$ cat src/rtl/sdram_trk_pkg.sv
package sdram_trk_pkg;

   typedef enum logic [2:0] {
      CMD_NOP = 3'd0,
      CMD_ACT = 3'd1,
      CMD_RD  = 3'd2,
      CMD_WR  = 3'd3,
      CMD_PRE = 3'd4,
      CMD_MRS = 3'd5,
      CMD_REF = 3'd6,
      CMD_LPE = 3'd7
   } cmd_e;

   // commands that need the whole device quiet
   function automatic logic needs_all_idle(input cmd_e c);
      return (c == CMD_MRS) || (c == CMD_REF) || (c == CMD_LPE);
   endfunction

endpackage

$ cat src/rtl/trk_sat_counter.sv
module trk_sat_counter #(
   parameter int unsigned LIMIT = 4,
   localparam int unsigned W = $clog2(LIMIT + 1)
) (
   input  logic         clk,
   input  logic         rst_n,
   input  logic         restart,
   output logic [W-1:0] count,
   output logic         at_limit
);

   if (LIMIT < 1) begin : g_bad_limit
      $error("trk_sat_counter: LIMIT must be at least 1");
   end

   // reset preloads the limit so the window reads as already elapsed
   always_ff @(posedge clk) begin
      if (!rst_n)
         count <= W'(LIMIT);
      else if (restart)
         count <= W'(1);
      else if (count != W'(LIMIT))
         count <= count + 1'b1;
   end

   assign at_limit = (count == W'(LIMIT));

   p_no_overflow_r9: assert property (@(posedge clk) disable iff (!rst_n)
      count <= W'(LIMIT));

endmodule

$ cat src/rtl/trk_bank_state.sv
module trk_bank_state #(
   parameter int unsigned TRCD        = 3,
   parameter int unsigned TRAS_MIN    = 7,
   parameter int unsigned TRAS_MAX    = 7000,
   parameter int unsigned TRP         = 3,
   parameter int unsigned WARN_MARGIN = 64
) (
   input  logic clk,
   input  logic rst_n,
   input  logic do_act,
   input  logic do_pre,
   output logic row_open,
   output logic ready_idle,
   output logic rcd_met,
   output logic ras_met,
   output logic warn,
   output logic expired
);

   localparam int unsigned AW = $clog2(TRAS_MAX + 1);
   localparam int unsigned PW = $clog2(TRP + 1);

   logic          open_q;
   logic [AW-1:0] act_cnt;
   logic          act_done;
   logic [PW-1:0] rp_cnt;
   logic          rp_done;

   always_ff @(posedge clk) begin
      if (!rst_n)
         open_q <= 1'b0;
      else if (do_act)
         open_q <= 1'b1;
      else if (do_pre)
         open_q <= 1'b0;
   end

   trk_sat_counter #(.LIMIT(TRAS_MAX)) i_act_cnt (
      .clk      (clk),
      .rst_n    (rst_n),
      .restart  (do_act),
      .count    (act_cnt),
      .at_limit (act_done)
   );

   trk_sat_counter #(.LIMIT(TRP)) i_rp_cnt (
      .clk      (clk),
      .rst_n    (rst_n),
      .restart  (do_pre),
      .count    (rp_cnt),
      .at_limit (rp_done)
   );

   assign row_open   = open_q;
   assign ready_idle = !open_q && rp_done;
   assign rcd_met    = open_q && (act_cnt >= AW'(TRCD));
   assign ras_met    = open_q && (act_cnt >= AW'(TRAS_MIN));
   assign expired    = open_q && act_done;

   if (WARN_MARGIN == 0) begin : g_warn_at_max
      assign warn = expired;
   end else begin : g_warn_early
      assign warn = open_q && (act_cnt >= AW'(TRAS_MAX - WARN_MARGIN));
   end

   p_act_from_idle_r2: assert property (@(posedge clk) disable iff (!rst_n)
      do_act |-> ready_idle);

   p_act_opens_r2: assert property (@(posedge clk) disable iff (!rst_n)
      do_act |=> (row_open && !warn));

   p_pre_after_ras_r5: assert property (@(posedge clk) disable iff (!rst_n)
      do_pre |-> ras_met);

   p_pre_closes_r6: assert property (@(posedge clk) disable iff (!rst_n)
      do_pre |=> (!row_open && !expired));

   if (TRP > 1) begin : g_rp_check
      p_rp_busy_r7: assert property (@(posedge clk) disable iff (!rst_n)
         do_pre |=> !ready_idle);
   end

endmodule

$ cat src/rtl/trk_cmd_judge.sv
module trk_cmd_judge
   import sdram_trk_pkg::*;
#(
   parameter int unsigned BANK_BITS = 2,
   localparam int unsigned NB = 1 << BANK_BITS
) (
   input  logic                 cmd_valid,
   input  cmd_e                 cmd,
   input  logic [BANK_BITS-1:0] bank,
   input  logic                 a10,
   input  logic                 rrd_met,
   input  logic [NB-1:0]        open_v,
   input  logic [NB-1:0]        idle_v,
   input  logic [NB-1:0]        rcd_v,
   input  logic [NB-1:0]        ras_v,
   output logic                 cmd_ok,
   output logic [NB-1:0]        do_act,
   output logic [NB-1:0]        do_pre
);

   logic [NB-1:0] sel;
   logic          take;

   always_comb begin
      sel       = '0;
      sel[bank] = 1'b1;
      unique case (cmd)
         CMD_NOP:        cmd_ok = 1'b1;
         CMD_ACT:        cmd_ok = idle_v[bank] && rrd_met;
         CMD_RD, CMD_WR: cmd_ok = rcd_v[bank];
         CMD_PRE:        cmd_ok = a10 ? (&(~open_v | ras_v)) : ras_v[bank];
         default:        cmd_ok = &idle_v;
      endcase
   end

   assign take   = cmd_valid && cmd_ok;
   assign do_act = (take && cmd == CMD_ACT) ? sel : '0;
   assign do_pre = (take && cmd == CMD_PRE) ? (a10 ? open_v : sel) : '0;

endmodule

$ cat src/rtl/sdram_bank_tracker.sv
module sdram_bank_tracker
   import sdram_trk_pkg::*;
#(
   parameter int unsigned BANK_BITS   = 2,
   parameter int unsigned TRCD        = 3,
   parameter int unsigned TRRD        = 2,
   parameter int unsigned TRAS_MIN    = 7,
   parameter int unsigned TRAS_MAX    = 7000,
   parameter int unsigned TRP         = 3,
   parameter int unsigned WARN_MARGIN = 64,
   localparam int unsigned NB = 1 << BANK_BITS
) (
   input  logic                 clk,
   input  logic                 rst_n,
   input  logic                 cmd_valid,
   input  logic [2:0]           cmd_code,
   input  logic [BANK_BITS-1:0] cmd_bank,
   input  logic                 cmd_a10,
   output logic                 cmd_legal,
   output logic                 cmd_illegal,
   output logic [NB-1:0]        bank_open,
   output logic [NB-1:0]        bank_idle,
   output logic [NB-1:0]        tras_warn,
   output logic [NB-1:0]        tras_expired
);

   localparam int unsigned RW = $clog2(TRRD + 1);

   if (TRCD < 1 || TRRD < 1 || TRP < 1) begin : g_bad_min
      $error("sdram_bank_tracker: TRCD, TRRD and TRP must be at least 1");
   end
   if (TRAS_MIN < TRCD || TRAS_MAX <= TRAS_MIN) begin : g_bad_ras
      $error("sdram_bank_tracker: need TRCD <= TRAS_MIN < TRAS_MAX");
   end
   if (WARN_MARGIN >= TRAS_MAX) begin : g_bad_warn
      $error("sdram_bank_tracker: WARN_MARGIN must be below TRAS_MAX");
   end

   cmd_e          cmd;
   logic          cmd_ok;
   logic          rrd_met;
   logic [RW-1:0] rrd_cnt;
   logic [NB-1:0] do_act, do_pre, rcd_v, ras_v;

   assign cmd = cmd_e'(cmd_code);

   trk_sat_counter #(.LIMIT(TRRD)) i_rrd_cnt (
      .clk      (clk),
      .rst_n    (rst_n),
      .restart  (|do_act),
      .count    (rrd_cnt),
      .at_limit (rrd_met)
   );

   trk_cmd_judge #(.BANK_BITS(BANK_BITS)) i_judge (
      .cmd_valid (cmd_valid),
      .cmd       (cmd),
      .bank      (cmd_bank),
      .a10       (cmd_a10),
      .rrd_met   (rrd_met),
      .open_v    (bank_open),
      .idle_v    (bank_idle),
      .rcd_v     (rcd_v),
      .ras_v     (ras_v),
      .cmd_ok    (cmd_ok),
      .do_act    (do_act),
      .do_pre    (do_pre)
   );

   for (genvar b = 0; b < NB; b++) begin : g_bank
      trk_bank_state #(
         .TRCD        (TRCD),
         .TRAS_MIN    (TRAS_MIN),
         .TRAS_MAX    (TRAS_MAX),
         .TRP         (TRP),
         .WARN_MARGIN (WARN_MARGIN)
      ) i_bank (
         .clk        (clk),
         .rst_n      (rst_n),
         .do_act     (do_act[b]),
         .do_pre     (do_pre[b]),
         .row_open   (bank_open[b]),
         .ready_idle (bank_idle[b]),
         .rcd_met    (rcd_v[b]),
         .ras_met    (ras_v[b]),
         .warn       (tras_warn[b]),
         .expired    (tras_expired[b])
      );
   end

   assign cmd_legal   = cmd_valid && cmd_ok;
   assign cmd_illegal = cmd_valid && !cmd_ok;

   p_rrd_spacing_r4: assert property (@(posedge clk) disable iff (!rst_n)
      (cmd_legal && cmd == CMD_ACT) |-> (rrd_cnt == RW'(TRRD)));

   p_access_after_rcd_r3: assert property (@(posedge clk) disable iff (!rst_n)
      (cmd_legal && (cmd == CMD_RD || cmd == CMD_WR)) |-> bank_open[cmd_bank]);

   p_global_idle_r8: assert property (@(posedge clk) disable iff (!rst_n)
      (cmd_legal && needs_all_idle(cmd)) |-> (&bank_idle && $countones(bank_open) == 0));

   p_illegal_stable_r10: assert property (@(posedge clk) disable iff (!rst_n)
      cmd_illegal |=> $stable(bank_open));

endmodule

$ cat config.mk
export PLATFORM = sky130hd
export DESIGN_NAME = sdram_bank_tracker
export DESIGN_NICKNAME = d
export VERILOG_FILES = /design/src/rtl/sdram_trk_pkg.sv /design/src/rtl/trk_sat_counter.sv /design/src/rtl/trk_bank_state.sv /design/src/rtl/trk_cmd_judge.sv /design/src/rtl/sdram_bank_tracker.sv
export SDC_FILE = /design/constraint.sdc
export NUM_CORES = 1
export LEC_CHECK = 0
export BUFFER_PORTS_ARGS = -buffer_cell sky130_fd_sc_hd__buf_2
export CAP_MARGIN = 20
export CORE_MARGIN = 1
export CORE_UTILIZATION = 55
export DETAILED_ROUTE_END_ITERATION = 7
export PLACE_DENSITY = 0.83
export SLEW_MARGIN = 20
export SYNTH_ARGS = -nofsm -noshare
export SYNTH_HDL_FRONTEND = slang
export SYNTH_SLANG_ARGS = --single-unit
$ cat constraint.sdc
create_clock -name clk -period 2.45 [get_ports clk]
set_clock_uncertainty 0.15 [all_clocks]
set_input_delay 0.1225 -clock clk [delete_from_list [all_inputs] [get_ports clk]]
set_output_delay 0.1225 -clock clk [all_outputs]
set_load 0.01 [all_outputs]
==> results by group <==
Outcome
  – Status: finished with violations
  – Failing checks: negative setup slack

Pwr
  – Sequential power share: 37.3%
  – Comb power frac: roughly two fifths
  – Total power: 3.50 mW
  – Switching Share: 33.8%
  – Peak supply drop: 0.000572 V
  – Static leakage: 1.95 nW
  – Clock Power Share: 23.7%
  – Pwr Density: 757 nW/um^2
  – Internal Power: approximately 2.3 mW
  – Psw: 1.18 mW

Layout
  – Final core utilization: 68.0%
  – Area grow syn2layout: 19.9%
  – Fill count: about 510
  – Area of the multi-input gates: 2410 um^2
  – Commonest non-fill, non-tap cell in the layout: dfxtp_1
  – FF/Latch Area: 1330 um^2
  – Nets: approximately 530
  – Commonest cells after routing, fill and taps aside: dfxtp_1 (58), a21oi_1 (47), buf_4 (47), nor2_1 (38), nand2_1 (29)
  – Layout cell share with drive strength beyond 1: between 20% and 30%
  – Antenna cells: 0

Placed design
  – Place WS: -0.00649 ns
  – HPWL after DPL: 6.60 mm
  – Gpl congestion: 0.871
  – IO buf count: 26

Global route
  – Antenna violations before repair: 0
  – Vias in the first global route: 3412
  – Global route total overflow: 0
  – Total track usage: a little over a quarter
  – First-pass GRT wire length: roughly 16 mm
  – Largest net degree at the start of global routing: 23

Timing
  – Final period utilization: 103%
  – Hold WS: roughly 0.024 ns
  – Final hold vios: 0
  – Final Worst Setup Slack: -0.0817 ns
  – Slew HR: 65.9%
  – Worst Tran Pin Value: 0.509 ns
  – Fmax: 395 MHz
  – Slew Viols, Final: 0
  – TNS Setup: -0.161 ns
  – Setup-failing EPs final: 2
  – Final min period: about 2.5 ns
  – RSZ-0062 raised after global routing: yes

Critical path
  – Worst Setup Start Kind: register
  – Crit path from: g_bank[3].i_bank.i_act_cnt.count[5]$_SDFFE_PP0N_
  – Crit. End Element: output pin
  – Crit Path Max Fanout: 2
  – Crit Path Class: reg2out
  – Worst Path Arrival: 2.26 ns
  – Critical path required time: 2.18 ns
  – Crit Reg-Reg Startpoint: g_bank[1].i_bank.i_rp_cnt.count[0]$_SDFFE_PP1P_

Detailed routing
  – DRC violation count after routing: 0
  – Avg WL per Cell: 16.1 um
  – Final ANT Viol Nets: 0
  – Total Wirelength: 9.80 mm
  – Via/cell ratio: approximately 6
  – Vias: roughly 3600
  – Detailed Route Iter0 Violations: 220
  – Drt first pass iters: 4

Hold path
  – Hold Path Class: in2reg
  – Critical hold path startpoint: cmd_valid

Synthesis
  – FF+latch count, synth: 66
  – Async set-reset flop share out of synthesis: 0%
  – Post-Syn Instances: 457
  – Synthesized netlist net count: 479
  – Post-synthesis cell area: 3850 um^2
  – Yosys cell types: 51
  – Average size of a mapped cell: 8.43 um^2
  – Number of synthesized flops with an enable pin: 0
  – Main flop type after synthesis: dfxtp_1
  – Yosys warns: 0
  – Sequential fraction of the synthesis area: between 30% and 40%

Floorplan
  – Initial Util: a little under three fifths
  – Die Width: 85.7 um
  – I/O pin count: 27
  – Core Box Area: 6790 um^2
  – Die area: 7340 um^2
  – Row count: 30
  – Vert. Die Dim: 85.7 um

Flow run
  – Max Cap Violations: 0

Clocking
  – TritonCTS clock tree: yes
  – Root buffer cell: clkbuf_8
  – Worst skew pair latency: roughly 0.36 ns
  – CTS H-Tree Depth: 3
  – Max clock buf depth: 2
  – Clk pin slew, worst setup/hold paths: approximately 0.080 ns
  – CTS Buf Count: 9
  – Clk sinks: 66
synth_stat cells, types with 2 or more instances:
cell / count / share of area [%]
a211oi_1: 2 / 0.39
a21o_1: 8 / 1.6
a21oi_1: 48 / 6.2
a31o_2: 3 / 0.68
a32oi_1: 6 / 1.4
a41o_1: 4 / 1.0
and2_1: 4 / 0.65
and3_1: 7 / 1.1
and4_1: 4 / 0.91
buf_4: 16 / 3.1
clkbuf_1: 17 / 1.7
dfxtp_1: 66 / 34
ha_1: 13 / 4.2
inv_1: 21 / 2.0
mux2i_1: 8 / 2.1
nand2_1: 29 / 2.8
nand2b_1: 5 / 0.81
nand3_1: 18 / 2.3
nand4_1: 11 / 1.8
nor2_1: 38 / 3.7
nor2b_1: 8 / 1.3
nor3_1: 18 / 2.3
nor3b_1: 4 / 0.78
nor4_1: 12 / 1.9
o2111a_1: 5 / 1.5
o211a_1: 3 / 0.78
o21a_1: 3 / 0.58
o21ai_0: 4 / 0.52
o31ai_1: 3 / 0.58
or3_1: 3 / 0.49
or3b_2: 2 / 0.45
or4_1: 2 / 0.39
xnor2_1: 24 / 5.5
xor2_1: 21 / 4.8
through the flow:
step,std cells,instance area [um^2]
final,610,4620
after global routing,610,4620
after CTS,606,4550
after detailed placement,583,4190
after global placement,583,4190
after floorplan,457,3850
cell families (layout without fill, tap and decap cells):
logic type               Yosys count  count (layout)  share of synthesized area, %
XOR/XNOR                          45              45                          10.2
AO/OA/AOI/OAI                     99              99                          18.2
multiplexers                      10              10                          2.96
flip-flops                        66              66                          34.3
adder cells (fa/ha/maj)           13              13                          4.22
buffers and inverters             55             112                          7.11
AND/OR/NAND/NOR                  169             169                          23.0
worst paths after layout:
check	endpoint	slack (ns)	cells past startpoint
setup / recovery	cmd_illegal	-0.08	8
hold / removal	g_bank[2].i_bank.i_rp_cnt.count[0]$_SDFFE_PP1P_	0.02	2
setup reg to reg	g_bank[1].i_bank.i_rp_cnt.count[0]$_SDFFE_PP1P_	0.04	8
hold reg to reg	i_rrd_cnt.count[1]$_SDFFE_PN1P_	0.40	2
flip-flops by register name, summed over array words and instances (netlist names):
register,count
i_rrd_cnt.count,2
g_bank.i_bank.i_act_cnt.count,52
g_bank.i_bank.row_open,4
g_bank.i_bank.i_rp_cnt.count,8
worst max-delay path, cell delays in order, from the launching register on:
cell and delay (ns):
dfxtp_2 0.33, buf_6 0.11, or3_4 0.38, a2111oi_4 0.35, a32oi_1 0.12, a21boi_2 0.20, nor3_2 0.08, nor3b_2 0.19
buf_2 0.15
per-layer routing:
layer  wire length [um]  global-route usage [%]  up-vias
met5                  0                       0        -
met4                299                    14.5        0
met3                569                    4.52       32
met1               4190                    34.2     1732
li1                   -                       -     1732
met2               4740                    45.6      148
layout make-up:
type,instances,share of cell area (%)
Clock buffer,11,3.06
Sequential cell,66,28.8
Inverter,21,1.71
Multi-Input combinational cell,336,52.2
Timing Repair Buffer,75,10.9
Clock inverter,5,0.650
Tap cell,96,2.60
what timing repair did:
action / in CTS / in global routing
buffers inserted: 6 / 4
hold endpoints to repair: 2 / 0
hold buffers: 1 / 0
pin swaps: 11 / 9
endpoints found under the setup margin: 6 / 16
resized for setup: 32 / 7
power groups by stage:
stage                     registers, mW  clock network (mW)  logic, mW
final                              1.30               0.830       1.36
after global routing               1.32               0.887       1.48
after CTS                          1.30               0.842       1.27
after detailed placement           1.31                   0       1.15
after global placement             1.30                   0       1.09
after floorplan                    1.31                   0      0.799
Note: power is estimated with default switching activity, not from simulation.
